**config.mk**
```make
export PLATFORM = sky130hd
export DESIGN_NAME = ctrl_reg_i2c_slave
export DESIGN_NICKNAME = d
export VERILOG_FILES = /design/src/rtl/i2c_ctl_pkg.sv /design/src/rtl/i2c_glitch_filter.sv /design/src/rtl/i2c_bus_cond.sv /design/src/rtl/i2c_byte_engine.sv /design/src/rtl/i2c_reg_bank.sv /design/src/rtl/ctrl_reg_i2c_slave.sv
export SDC_FILE = /design/constraint.sdc
export NUM_CORES = 1
export LEC_CHECK = 0
export BUFFER_PORTS_ARGS = -buffer_cell sky130_fd_sc_hd__clkbuf_2
export CAP_MARGIN = 25
export CORE_MARGIN = 5
export CORE_UTILIZATION = 40
export DETAILED_ROUTE_END_ITERATION = 7
export GPL_ROUTABILITY_DRIVEN = 0
export PLACE_DENSITY = 0.67
export SETUP_SLACK_MARGIN = 0.05
export SYNTH_ARGS = -nofsm -noshare
export SYNTH_HDL_FRONTEND = slang
export SYNTH_SLANG_ARGS = --single-unit
```
**constraint.sdc**
```tcl
create_clock -name clk_i -period 3.3 [get_ports clk_i]
set_clock_uncertainty 0.1 [all_clocks]
set_input_delay 0.33 -clock clk_i [delete_from_list [all_inputs] [get_ports clk_i]]
set_output_delay 0.33 -clock clk_i [all_outputs]
set_load 0.01 [all_outputs]
```
**src/rtl/i2c_ctl_pkg.sv**
```systemverilog
package i2c_ctl_pkg;

  typedef enum logic [2:0] {
    ST_IDLE,
    ST_RX,
    ST_RX_ACK,
    ST_TX,
    ST_TX_ACK
  } eng_state_e;

  typedef enum logic [1:0] {
    K_ADDR,
    K_SUB,
    K_DATA
  } byte_kind_e;

  // power-on value per register index
  function automatic logic [7:0] reg_default(input int unsigned idx);
    logic [7:0] v;
    unique case (idx)
      0:       v = 8'h80;  // drive enable on
      2:       v = 8'h00;
      3:       v = 8'h80;  // separate sync selected
      5:       v = 8'hC0;  // ramp enable on, mid amplitude
      12:      v = 8'h00;
      15:      v = 8'h00;
      default: v = 8'h40;
    endcase
    return v;
  endfunction

endpackage

```
**src/rtl/i2c_glitch_filter.sv**
```systemverilog
module i2c_glitch_filter #(
  parameter int   FILT_CYC = 7,
  parameter logic RST_VAL  = 1'b1
) (
  input  logic clk_i,
  input  logic rst_ni,
  input  logic raw_i,
  output logic filt_o
);

  localparam int CNT_W = $clog2(FILT_CYC + 1);

  logic             s1_q, s2_q, filt_q;
  logic [CNT_W-1:0] cnt_q;

  always_ff @(posedge clk_i or negedge rst_ni) begin
    if (!rst_ni) begin
      s1_q   <= RST_VAL;
      s2_q   <= RST_VAL;
      filt_q <= RST_VAL;
      cnt_q  <= '0;
    end else begin
      s1_q <= raw_i;
      s2_q <= s1_q;
      if (s2_q == filt_q) begin
        cnt_q <= '0;
      end else if (cnt_q == CNT_W'(FILT_CYC - 1)) begin
        filt_q <= s2_q;
        cnt_q  <= '0;
      end else begin
        cnt_q <= cnt_q + 1'b1;
      end
    end
  end

  assign filt_o = filt_q;

  AST_FILT_NEEDS_RUN: assert property (@(posedge clk_i) disable iff (!rst_ni)
    !$stable(filt_q) |-> ($past(cnt_q) == CNT_W'(FILT_CYC - 1)));
  AST_FILT_FOLLOWS_SYNC: assert property (@(posedge clk_i) disable iff (!rst_ni)
    !$stable(filt_q) |-> (filt_q == $past(s2_q)));

endmodule

```
**src/rtl/i2c_bus_cond.sv**
```systemverilog
module i2c_bus_cond (
  input  logic clk_i,
  input  logic rst_ni,
  input  logic scl_i,
  input  logic sda_i,
  output logic start_o,
  output logic stop_o,
  output logic scl_rise_o,
  output logic scl_fall_o
);

  logic scl_q, sda_q;

  always_ff @(posedge clk_i or negedge rst_ni) begin
    if (!rst_ni) begin
      scl_q <= 1'b1;
      sda_q <= 1'b1;
    end else begin
      scl_q <= scl_i;
      sda_q <= sda_i;
    end
  end

  // data edges while clock is high mark bus conditions
  assign start_o    = scl_i & scl_q & sda_q & ~sda_i;
  assign stop_o     = scl_i & scl_q & ~sda_q & sda_i;
  assign scl_rise_o = scl_i & ~scl_q;
  assign scl_fall_o = ~scl_i & scl_q;

endmodule

```
**src/rtl/i2c_byte_engine.sv**
```systemverilog
module i2c_byte_engine
  import i2c_ctl_pkg::*;
#(
  parameter int         SUB_W    = 4,
  parameter logic [6:0] DEV_ADDR = 7'h46
) (
  input  logic             clk_i,
  input  logic             rst_ni,
  input  logic             start_i,
  input  logic             stop_i,
  input  logic             scl_rise_i,
  input  logic             scl_fall_i,
  input  logic             sda_i,
  input  logic [7:0]       status_i,
  output logic             sda_oe_o,
  output logic             wr_stb_o,
  output logic [SUB_W-1:0] wr_idx_o,
  output logic [7:0]       wr_data_o
);

  localparam logic [7:0] WR_ADDR = {DEV_ADDR, 1'b0};
  localparam logic [7:0] RD_ADDR = {DEV_ADDR, 1'b1};

  eng_state_e       state_q;
  byte_kind_e       kind_q;
  logic [3:0]       cnt_q;
  logic [7:0]       sh_q, tx_q, dat_q;
  logic [SUB_W-1:0] sub_q, idx_q;
  logic             rd_q, oe_q, stb_q;

  always_ff @(posedge clk_i or negedge rst_ni) begin
    if (!rst_ni) begin
      state_q <= ST_IDLE;
      kind_q  <= K_ADDR;
      cnt_q   <= '0;
      sh_q    <= '0;
      tx_q    <= '0;
      dat_q   <= '0;
      sub_q   <= '0;
      idx_q   <= '0;
      rd_q    <= 1'b0;
      oe_q    <= 1'b0;
      stb_q   <= 1'b0;
    end else begin
      stb_q <= 1'b0;
      if (stop_i) begin
        state_q <= ST_IDLE;
        oe_q    <= 1'b0;
        rd_q    <= 1'b0;
      end else if (start_i) begin
        state_q <= ST_RX;
        kind_q  <= K_ADDR;
        cnt_q   <= '0;
        oe_q    <= 1'b0;
        rd_q    <= 1'b0;
      end else begin
        unique case (state_q)
          ST_RX: begin
            if (scl_rise_i && cnt_q != 4'd8) begin
              sh_q  <= {sh_q[6:0], sda_i};
              cnt_q <= cnt_q + 1'b1;
            end else if (scl_fall_i && cnt_q == 4'd8) begin
              unique case (kind_q)
                K_ADDR: begin
                  if (sh_q == WR_ADDR) begin
                    oe_q    <= 1'b1;
                    kind_q  <= K_SUB;
                    state_q <= ST_RX_ACK;
                  end else if (sh_q == RD_ADDR) begin
                    oe_q    <= 1'b1;
                    rd_q    <= 1'b1;
                    state_q <= ST_RX_ACK;
                  end else begin
                    state_q <= ST_IDLE;
                  end
                end
                K_SUB: begin
                  sub_q   <= sh_q[SUB_W-1:0];
                  kind_q  <= K_DATA;
                  oe_q    <= 1'b1;
                  state_q <= ST_RX_ACK;
                end
                default: begin
                  stb_q   <= 1'b1;
                  idx_q   <= sub_q;
                  dat_q   <= sh_q;
                  sub_q   <= sub_q + 1'b1;
                  oe_q    <= 1'b1;
                  state_q <= ST_RX_ACK;
                end
              endcase
            end
          end
          ST_RX_ACK: begin
            if (scl_fall_i) begin
              cnt_q <= '0;
              if (rd_q) begin
                tx_q    <= status_i;
                oe_q    <= ~status_i[7];
                state_q <= ST_TX;
              end else begin
                oe_q    <= 1'b0;
                state_q <= ST_RX;
              end
            end
          end
          ST_TX: begin
            if (scl_fall_i) begin
              if (cnt_q == 4'd7) begin
                oe_q    <= 1'b0;
                state_q <= ST_TX_ACK;
              end else begin
                tx_q  <= {tx_q[6:0], 1'b0};
                oe_q  <= ~tx_q[6];
                cnt_q <= cnt_q + 1'b1;
              end
            end
          end
          ST_TX_ACK: begin
            // master drives its acknowledge in this bit; release afterwards
            if (scl_fall_i) state_q <= ST_IDLE;
          end
          default: ;
        endcase
      end
    end
  end

  assign sda_oe_o  = oe_q;
  assign wr_stb_o  = stb_q;
  assign wr_idx_o  = idx_q;
  assign wr_data_o = dat_q;

  AST_STOP_RELEASES: assert property (@(posedge clk_i) disable iff (!rst_ni)
    stop_i |=> (!sda_oe_o && state_q == ST_IDLE));
  AST_IDLE_QUIET: assert property (@(posedge clk_i) disable iff (!rst_ni)
    (state_q == ST_IDLE) |-> !sda_oe_o);
  AST_STB_SINGLE: assert property (@(posedge clk_i) disable iff (!rst_ni)
    wr_stb_o |=> !wr_stb_o);
  AST_SUB_ADVANCE: assert property (@(posedge clk_i) disable iff (!rst_ni)
    wr_stb_o |-> (sub_q == SUB_W'(wr_idx_o + 1'b1)));
  AST_READ_NO_STB: assert property (@(posedge clk_i) disable iff (!rst_ni)
    rd_q |-> !wr_stb_o);

endmodule

```
**src/rtl/i2c_reg_bank.sv**
```systemverilog
module i2c_reg_bank
  import i2c_ctl_pkg::*;
#(
  parameter int SUB_W = 4
) (
  input  logic                      clk_i,
  input  logic                      rst_ni,
  input  logic                      wr_stb_i,
  input  logic [SUB_W-1:0]          wr_idx_i,
  input  logic [7:0]                wr_data_i,
  output logic [(2**SUB_W)*8-1:0]   bank_o
);

  localparam int NUM_REGS = 2 ** SUB_W;

  for (genvar i = 0; i < NUM_REGS; i++) begin : g_reg
    logic [7:0] val_q;
    always_ff @(posedge clk_i or negedge rst_ni) begin
      if (!rst_ni)                                    val_q <= reg_default(i);
      else if (wr_stb_i && wr_idx_i == SUB_W'(i))     val_q <= wr_data_i;
    end
    assign bank_o[i*8 +: 8] = val_q;
  end

  AST_BANK_HOLD: assert property (@(posedge clk_i) disable iff (!rst_ni)
    !wr_stb_i |=> $stable(bank_o));

endmodule

```
**src/rtl/ctrl_reg_i2c_slave.sv**
```systemverilog
module ctrl_reg_i2c_slave #(
  parameter int         FILT_CYC = 7,
  parameter int         SUB_W    = 4,
  parameter logic [6:0] DEV_ADDR = 7'h46
) (
  input  logic                    clk_i,
  input  logic                    rst_ni,
  input  logic                    scl_i,
  input  logic                    sda_i,
  output logic                    sda_oe_o,
  input  logic                    hlock_i,
  input  logic                    vlock_i,
  input  logic [5:0]              flags_i,
  output logic                    wr_stb_o,
  output logic [SUB_W-1:0]        wr_idx_o,
  output logic [7:0]              wr_data_o,
  output logic [(2**SUB_W)*8-1:0] regs_o
);

  logic [1:0] raw, filt;
  logic       start, stop, scl_rise, scl_fall;
  logic [7:0] status;

  assign raw = {scl_i, sda_i};

  for (genvar g = 0; g < 2; g++) begin : g_filt
    i2c_glitch_filter #(.FILT_CYC(FILT_CYC), .RST_VAL(1'b1)) u_filt (
      .clk_i (clk_i),
      .rst_ni(rst_ni),
      .raw_i (raw[g]),
      .filt_o(filt[g])
    );
  end

  i2c_bus_cond u_cond (
    .clk_i     (clk_i),
    .rst_ni    (rst_ni),
    .scl_i     (filt[1]),
    .sda_i     (filt[0]),
    .start_o   (start),
    .stop_o    (stop),
    .scl_rise_o(scl_rise),
    .scl_fall_o(scl_fall)
  );

  // lock bits report 1 when not locked
  assign status = {~hlock_i, ~vlock_i, flags_i};

  i2c_byte_engine #(.SUB_W(SUB_W), .DEV_ADDR(DEV_ADDR)) u_eng (
    .clk_i     (clk_i),
    .rst_ni    (rst_ni),
    .start_i   (start),
    .stop_i    (stop),
    .scl_rise_i(scl_rise),
    .scl_fall_i(scl_fall),
    .sda_i     (filt[0]),
    .status_i  (status),
    .sda_oe_o  (sda_oe_o),
    .wr_stb_o  (wr_stb_o),
    .wr_idx_o  (wr_idx_o),
    .wr_data_o (wr_data_o)
  );

  i2c_reg_bank #(.SUB_W(SUB_W)) u_bank (
    .clk_i    (clk_i),
    .rst_ni   (rst_ni),
    .wr_stb_i (wr_stb_o),
    .wr_idx_i (wr_idx_o),
    .wr_data_i(wr_data_o),
    .bank_o   (regs_o)
  );

endmodule

```
Word level (Yosys, flattened, before mapping). Index checks and enable logic that the tools add are counted.

Bitwise operators: 20. Reductions and logical operators: 43. Mux-type cells: 60. Add/subtract/negate cells: 4. Eq/ne operators: 48.

Operators with widths (count): two-way mux 3 bit (14); equality test 4 bit, second input constant (9); AND reduction 6 bit (6); two-way mux 7 bit (4); two-way mux 1 bit (24); equality test 4 x 3 -> 1 bit, second input constant (5); two-way mux 4 bit (5); inequality test 4 x 3 -> 1 bit, second input constant (5); logical AND 1 bit (18); equality test 8 bit, second input constant (2); nonzero test 3 bit (5); two-way mux 2 bit (7); case mux 7 bit (2 select lines) (1); AND reduction 7 bit (2); NOT 1 bit (13); inequality test 3 x 2 -> 1 bit, second input constant (4); case mux 3 bit (4 select lines) (1); case mux 4 bit (3 select lines) (1); equality test 3 bit, second input constant (3); inequality test 3 bit, second input constant (3); adder 4 x 1 -> 4 bit, second input constant (2); equality test 4 x 2 -> 1 bit, second input constant (2); inequality test 4 bit, second input constant (2); case mux 4 bit (2 select lines) (1); 21 further kinds (36).

Register bits: 185. Logic and storage cells: 212. Output and inout bits: 142.

Depth between registers and ports, before layout. Gate-level depths: netlist of run 1.

Word-level depth: 9. Gate-level depth with buffers: 7.

Cells and area by module. From an unflattened synthesis of run 1, not the netlist that was laid out.

Cell total of the unflattened synthesis: 533. Area total of the unflattened synthesis: 7772.5 µm².

Modules (own cells, without submodules): i2c_reg_bank (cells an instance 294, area an instance 4961.0 µm², instances 1); i2c_byte_engine (cells an instance 199, area an instance 2260.9 µm², instances 1); i2c_glitch_filter (cells an instance 16, area an instance 227.7 µm², instances 2); i2c_bus_cond (cells an instance 6, area an instance 87.6 µm², instances 1); ctrl_reg_i2c_slave (cells an instance 2, area an instance 7.5 µm², instances 1).

Worst setup path before layout of run 1. No wires, ideal clock.

Path type: register to register. Start: register u_cond.scl_q. End: register u_eng.dat_q[0] (netlist: u_eng.wr_data_o[0]). Slack: 1.353 ns. Arrival: 1.722 ns. Period minus slack after synthesis: 1.947 ns. Stages on the path, launching flop included: 6. Setup time: 0.125 ns. Cell sequence: dfstp_2 or4b_1 nor3_2 nand2_1 buf_6 mux2_4.

Longest elaborated chain between the ends: 5.

Ends and longest elaborated chain: start, declared (line i2c_bus_cond.sv:12) `logic scl_q, sda_q;`; start signal, assigned (line i2c_bus_cond.sv:19) `scl_q <= scl_i;`; bitwise AND 1 bit / NOT 1 bit (equally long branches) (line i2c_bus_cond.sv:25, i2c_bus_cond.sv:26, i2c_bus_cond.sv:27); bitwise AND 1 bit, on equally long branches (line i2c_bus_cond.sv:26, i2c_bus_cond.sv:25, i2c_bus_cond.sv:27); bitwise AND 1 bit, or another cell as far along (line i2c_bus_cond.sv:26) `assign stop_o = scl_i & scl_q & ~sda_q & sda_i;`; NOT 1 bit (no line); AND reduction 6 bit (no line) (*); end signal, assigned (line i2c_byte_engine.sv:86) `dat_q <= sh_q;`; end, declared (line i2c_byte_engine.sv:27) `logic [7:0] sh_q, tx_q, dat_q;`.

Every way passes the cells marked *; elsewhere a longest branch is shown, timed or not. A chain may end at the register's enable or synchronous reset.

Final worst setup path of run 1.
Start: register u_eng.state_q[2]. End: register u_eng.idx_q[2] (netlist: u_eng.wr_idx_o[2]).

Longest elaborated chain between the ends: 2.

Ends and longest elaborated chain: start, declared (line i2c_byte_engine.sv:24) `eng_state_e state_q;`; start signal, assigned (line i2c_byte_engine.sv:33) `state_q <= ST_IDLE;`; start signal, assigned (line i2c_byte_engine.sv:47) `state_q <= ST_IDLE;`; start signal, assigned (line i2c_byte_engine.sv:51) `state_q <= ST_RX;`; equality test 3 x 1 -> 1 bit (line i2c_byte_engine.sv:57) `unique case (state_q)`; AND reduction 6 bit (no line); end signal, assigned (line i2c_byte_engine.sv:85) `idx_q <= sub_q;`; end, declared (line i2c_byte_engine.sv:28) `logic [SUB_W-1:0] sub_q, idx_q;`.

Every way passes these cells.

==> results of run 1 <==
==> worst max-delay path, cell delays in order, from the launching register on <==
cell     delay, ns
dfrtp_1       0.49
or4b_1        0.60
nor3_2        0.12
buf_4         0.19
nand2_1       0.08
buf_4         0.22
mux2_4        0.31
==> cell type report <==
type / instances / area (um^2)
fill: 1575 / 9390
clock buffer: 20 / 447
tap: 234 / 293
multi-input combinational: 310 / 2780
sequential: 185 / 4660
clock inverter: 12 / 189
inverter: 5 / 18.8
timing repair buffer: 164 / 862
==> registers in the layout, indices dropped and copies added, names as in the netlist, 2 cells and up <==
signal	count
u_eng.sh_q	8
u_eng.cnt_q	4
g_filt.u_filt.s2_q	2
g_filt.u_filt.filt_o	2
u_bank.g.val_q	128
u_eng.kind_q	2
u_eng.sub_q	4
g_filt.u_filt.cnt_q	6
u_eng.wr_idx_o	4
u_eng.tx_q	7
g_filt.u_filt.s1_q	2
u_eng.state_q	3
u_eng.wr_data_o	8
==> worst max-delay path by stage <==
stage | startpoint | to | slack, ns | cells after the start
global route | u_eng.state_q[0] | u_eng.cnt_q[2] | 0.91 | 4
floorplan | u_cond.scl_q | u_eng.wr_data_o[0] | 1.35 | 5
finish | u_eng.state_q[2] | u_eng.wr_idx_o[2] | 1.06 | 6
global placement | u_cond.scl_q | u_eng.wr_data_o[4] | 1.16 | 6
detailed placement | u_cond.scl_q | u_eng.wr_data_o[0] | 1.11 | 6
CTS | u_eng.state_q[0] | u_eng.cnt_q[2] | 1.09 | 4
==> power by group through the flow <==
stage	sequential, W	clock, W	combinational [W]
finish	0.00240	0.00216	0.000181
CTS	0.00240	0.00223	0.000186
global placement	0.00243	0	0.000172
detailed placement	0.00244	0	0.000182
global route	0.00241	0.00232	0.000212
floorplan	0.00241	0	0.000117
==> metal layers <==
layer | share of wire [%] | vias up | track usage, % | wire, um
li1 | - | 2194 | - | -
met1 | 43 | 2511 | 21.6 | 7680
met2 | 50 | 154 | 28.3 | 9000
met3 | 5.6 | 8 | 4.69 | 1000
met4 | 0.94 | 0 | 5.27 | 167
met5 | 0 | - | 0 | 0
==> layout by cell type, fill, tap and decap left out, drive strengths merged, types with 2 or more instances in the layout <==
| master | n |
|---|---|
| clkbuf | 172 |
| dfrtp | 163 |
| mux2 | 160 |
| nor2 | 24 |
| dfstp | 22 |
| nand2 | 21 |
| nand3 | 11 |
| a21oi | 9 |
| buf | 9 |
| inv | 8 |
| nand3b | 7 |
| nand2b | 7 |
| nor3b | 6 |
| mux2i | 6 |
| nor2b | 5 |
| nor3 | 5 |
| nand4b | 4 |
| clkinv | 4 |
| bufinv | 4 |
| xnor2 | 3 |
| and4b | 3 |
| nor4b | 3 |
| or3 | 3 |
| o22ai | 3 |
| o21ai | 3 |
| ha | 3 |
| dlygate4sd3 | 3 |
| a21boi | 2 |
| or4b | 2 |
| a211o | 2 |
| o21a | 2 |
==> stage by stage <==
stage                     cells  setup WS [ns]  util [%]  area, um^2  hold slack [ns]
after CTS                   930           1.09      49.6        9250           0.0157
after global routing        930          0.905      49.6        9250           0.0414
after detailed placement    895           1.11      46.0        8580            0.247
after global placement      895           1.16      46.0        8580            0.247
final                       930           1.06      49.6        9250           0.0297
after floorplan             523           1.35         -        7560          -0.0656
==> cells by family (layout without fill, tap and decap cells) <==
family / Yosys count / in the layout / share of synthesized area, %
adder cells (fa/ha/maj): 3 / 3 / 0.497
XOR/XNOR: 3 / 3 / 0.348
multiplexers: 166 / 166 / 25.1
flip-flops: 185 / 185 / 61.6
buffers and inverters: 28 / 201 / 1.57
AND/OR/NAND/NOR: 106 / 106 / 7.90
AO/OA/AOI/OAI: 32 / 32 / 2.95
==> results.py, run 1 <==
metrics = {
    "clock_tree": {
        "insertion_delay_ns": 0.43,
        "numCtsBuffers": 17,
        "post_cts_buffers": 0,
        "htree_levels": 4,
        "cts_tree": "built",
        "hold_buffers": 3,
        "clockRootBuffer": "clkbuf_16",
        "clock_path_buffers": 2,
        "cts-resized-gates": 0,
        "clock_sinks": 185,
        "clk_pin_slew_ns": 0.07,
    },
    "floorplanning": {
        "num_rows": 50,
        "floorplan.initialDensity_pct": 40.5,
        "ioPinCount": 154,
        "fp.dieW_um": 147,
        "die_y_um": 147,
        "core_area_mm2": 0.0186,
        "dieArea_mm2": 0.0217,
    },
    "detailed_routing": {
        "drt_pass1_iterations": 4,
        "antenna_left": 0,
        "vias": 4867,
        "routed_wl_um": 17800,
        "drc": 0,
        "drtIter0Drc": 209,
        "drt-wirelength-per-cell_um": 19.2,
        "viasPerCell": 5.23,
    },
    "place": {
        "dp_hpwl_um": 12600,
        "io_buffer_count": 153,
    },
    "synthesis": {
        "synthTopCellsByCount": "dfrtp_1 (163), mux2_2 (150), nor2_1 (24), dfstp_2 (22), nand2_1 (21)",
        "synthTopCellsByArea": "dfrtp_1 (54%), mux2_2 (22%), dfstp_2 (7.6%)",
        "synth_ff_type": "dfrtp_1",
        "synth-async-reset-ratio_pct": 100,
        "synth_area_per_cell_um2": 14.5,
        "syn_nets": 538,
        "netlist.area_leader.share_pct": 54.0,
        "synth_warnings": 0,
        "yosysSeqAreaShare_pct": 61.6,
        "synthDistinctLibCells": 48,
        "syn_inst": 523,
        "synth-edff-count": 0,
        "yosysTopAreaCell": "dfrtp_1",
        "syn_area_mm2": 0.00756,
        "yosys_register_bits": 185,
        "yosys.cell_count.top_type": "dfrtp_1",
    },
    "setup_path": {
        "path_max_fanout": 12,
        "regToRegSetupSlack_ns": 1.06,
        "reg2reg_from": "u_eng.state_q[2]",
        "cp_data_arrival_time_ns": 2.44,
        "timing.rr.end": "u_eng.wr_idx_o[2]",
        "crit_required_ns": 3.49,
        "crit_type": "register to register",
        "rr_worst_depth": 6,
        "crit_path_start_kind": "register",
        "cp-end-kind": "register",
    },
    "pwr": {
        "power.clock.fraction_pct": 45.6,
        "pwr-share-seq_pct": 50.6,
        "p_total_w": 0.00474,
        "power.leakage_nw": 4.79,
        "internal_power_w": 0.00371,
        "comb_power_share_pct": 3.8,
        "p_switching_w": 0.00103,
        "ir_drop_mv": 0.350,
        "switching_share_pct": 21.8,
        "power.density_mw_per_mm2": 513,
    },
    "grt": {
        "grt_max_degree": 74,
        "grt_usage_pct": 17.0,
        "overflow": 0,
        "grt_pass1_wl_um": 29200,
        "grt_antenna_before_repair": 0,
        "grt_pass1_vias": 5135,
    },
    "sta": {
        "tightestPinTransition_ns": 0.867,
        "relSlewSlack_pct": 42.2,
        "max_freq_ghz": 0.446,
        "drv_slew": 0,
        "setup_viol": 0,
        "finalCritPeriodShare_pct": 68.0,
        "rsz0062_at_grt": "no",
        "finalHoldViolCount": 0,
        "period_needed_ns": 2.24,
        "fin_setup_tns_ns": 0,
    },
    "status": {
        "status": "finished, final reports clean",
    },
    "cells_and_area": {
        "fin_nets": 698,
        "area_growth_pct": 22.4,
        "drive_gt1_share_pct": 54.2,
        "diodes": 0,
    },
    "worst_hold_path": {
        "hold_path.class": "input pin to register",
        "min-delay-start": "flags_i[0]",
        "hold_depth": 3,
        "min_to": "u_eng.tx_q[0]",
    },
    "run": {
        "cap_violations": 0,
    },
}
No activity file was read; power rests on OpenSTA's default activity.
==> run 2: changes to the inputs <==
- clock period: 3.3 -> 2.25 ns (I/O delays scaled with it)
==> run 2 against run 1 <==
Non-clock buffer count rose by 12. Total power rose by 41%. First-iteration DRC count fell by 6.7%. Global-route usage barely moved. Setup slack got worse by 0.90 ns. Sequential power rose by 47%. Sequential share of layout area fell by 0.27 points. Combinational power rose by 48%.
==> results.py, run 2 (synthesized netlist as in run 1, its figures left out) <==
metrics = {
    "floorplanning": {
        "floorplan.initialDensity_pct": 40.5,
        "ioPinCount": 154,
        "num_rows": 50,
        "core_area_mm2": 0.0186,
        "fp.dieW_um": 147,
        "die_y_um": 147,
        "dieArea_mm2": 0.0217,
    },
    "clock_tree": {
        "post_cts_buffers": 0,
        "cts_tree": "built",
        "clk_pin_slew_ns": 0.07,
        "clock_path_buffers": 2,
        "numCtsBuffers": 17,
        "cts-resized-gates": 0,
        "clockRootBuffer": "clkbuf_16",
        "htree_levels": 4,
        "clock_sinks": 185,
        "insertion_delay_ns": 0.43,
    },
    "cells_and_area": {
        "layout_common_cells": "dfrtp_1 (163), clkbuf_2 (152), mux2_2 (150)",
        "largest_register_ffs": 128,
        "final_area_mm2": 0.00930,
        "finalNonFillerCells": 942,
        "top_register": "u_bank.g.val_q",
        "fill_cells": 1610,
        "final_common_cell": "dfrtp_1",
        "drive_gt1_share_pct": 54.9,
        "fin_nets": 710,
        "area_growth_pct": 23.0,
        "diodes": 0,
    },
    "sta": {
        "relSlewSlack_pct": 41.4,
        "drv_slew": 0,
        "rsz0062_at_grt": "no",
        "finalCritPeriodShare_pct": 93.1,
        "fin_setup_tns_ns": 0,
        "setup_slack_ns": 0.154,
        "setup_viol": 0,
        "finalHoldViolCount": 0,
        "max_freq_ghz": 0.477,
        "period_needed_ns": 2.10,
        "tightestPinTransition_ns": 0.879,
    },
    "setup_path": {
        "reg2reg_from": "u_cond.scl_q",
        "crit_required_ns": 2.46,
        "path_max_fanout": 12,
        "crit_type": "register to register",
        "rr_worst_depth": 5,
        "cp_data_arrival_time_ns": 2.31,
        "cp-end-kind": "register",
        "crit_path_start_kind": "register",
        "timing.rr.end": "u_eng.wr_idx_o[2]",
        "regToRegSetupSlack_ns": 0.15,
    },
    "place": {
        "place_area_mm2": 0.00869,
        "dp_hpwl_um": 12600,
        "io_buffer_count": 153,
        "pre_cts_ws_ns": 0.168,
        "dp.cells": 906,
    },
    "detailed_routing": {
        "viasPerCell": 5.19,
        "antenna_left": 0,
        "routed_wl_um": 17800,
        "drt_pass1_iterations": 4,
        "drt-wirelength-per-cell_um": 18.9,
        "vias": 4885,
        "drtIter0Drc": 195,
        "drc": 0,
    },
    "worst_hold_path": {
        "hold_path.class": "input pin to register",
        "min_to": "u_eng.tx_q[1]",
        "min-delay-start": "flags_i[1]",
        "hold_depth": 4,
    },
    "pwr": {
        "power.leakage_nw": 4.83,
        "power.density_mw_per_mm2": 717,
        "ir_drop_mv": 0.487,
    },
    "grt": {
        "grt_pass1_wl_um": 29000,
        "grt_usage_pct": 16.9,
        "grt_pass1_vias": 5125,
        "overflow": 0,
        "grt_antenna_before_repair": 0,
        "grt_max_degree": 64,
    },
    "run": {
        "cap_violations": 0,
    },
    "status": {
        "status": "finished, final reports clean",
    },
}
run 2: cell count changes in the layout (fill, tap and decap cells not counted), sizes merged:
cell,previous run,this run
clkinvlp,1,2
clkbuf,172,170
bufinv,4,1
inv,8,11
clkinv,4,5
dlygate4sd3,3,4
buf,9,20
run 2: layer usage:
metal	GRT usage (%)	up-vias	part of all wire (%)
met4	5.22	0	1.4
li1	-	2232	-
met5	0	-	0
met1	21.9	2493	43
met3	4.11	22	4.9
met2	28.4	138	50
run 2: power by group:
| group | internal [W] | switching (W) | total, W |
|---|---|---|---|
| logic | 0.000115 | 0.000153 | 0.000268 |
| clock network | 0.00155 | 0.00133 | 0.00288 |
| registers | 0.00342 | 0.000103 | 0.00352 |
| total | 0.00509 | 0.00158 | 0.00667 |
run 2: timing repair:
item,in CTS,in global routing
hold buffers,4,0
endpoints found under the setup margin,0,0
hold endpoints to repair,144,0
run 2: worst max-delay path by stage:
stage,from,endpoint,cells past startpoint
global route,u_cond.scl_q,u_eng.wr_idx_o[2],5
detailed placement,u_cond.scl_q,u_eng.wr_data_o[4],5
CTS,u_cond.scl_q,u_eng.wr_idx_o[2],5
floorplan,u_cond.scl_q,u_eng.wr_data_o[0],5
finish,u_cond.scl_q,u_eng.wr_idx_o[2],5
global placement,u_cond.scl_q,u_eng.wr_data_o[3],5
run 2: area by class of cell:
| type | count | area [um^2] | share of cell area (%) |
|---|---|---|---|
| repair buffers | 176 | 980 | 10.5 |
| flip-flops and latches | 185 | 4660 | 50.1 |
| inverters | 5 | 18.8 | 0.202 |
| multi-input cells | 310 | 2780 | 29.9 |
| clock inverters | 14 | 139 | 1.49 |
| clock buffers | 18 | 429 | 4.62 |
| well taps | 234 | 293 | 3.15 |
run 2: per-stage QoR:
step	total power (W)	hold slack (ns)	util [%]
after floorplan	0.00371	-0.171	-
after global placement	0.00382	0.0351	46.6
after detailed placement	0.00385	0.0419	46.6
after CTS	0.00676	0.0369	49.9
after global routing	0.00694	0.0504	49.9
final	0.00667	0.0579	49.9
run 2: critical path: stages (launching register included):
cell and delay, ns:
dfstp_2 0.61, or4b_1 0.49, nor3_2 0.15, nand2_1 0.09, buf_4 0.23, mux2_4 0.31
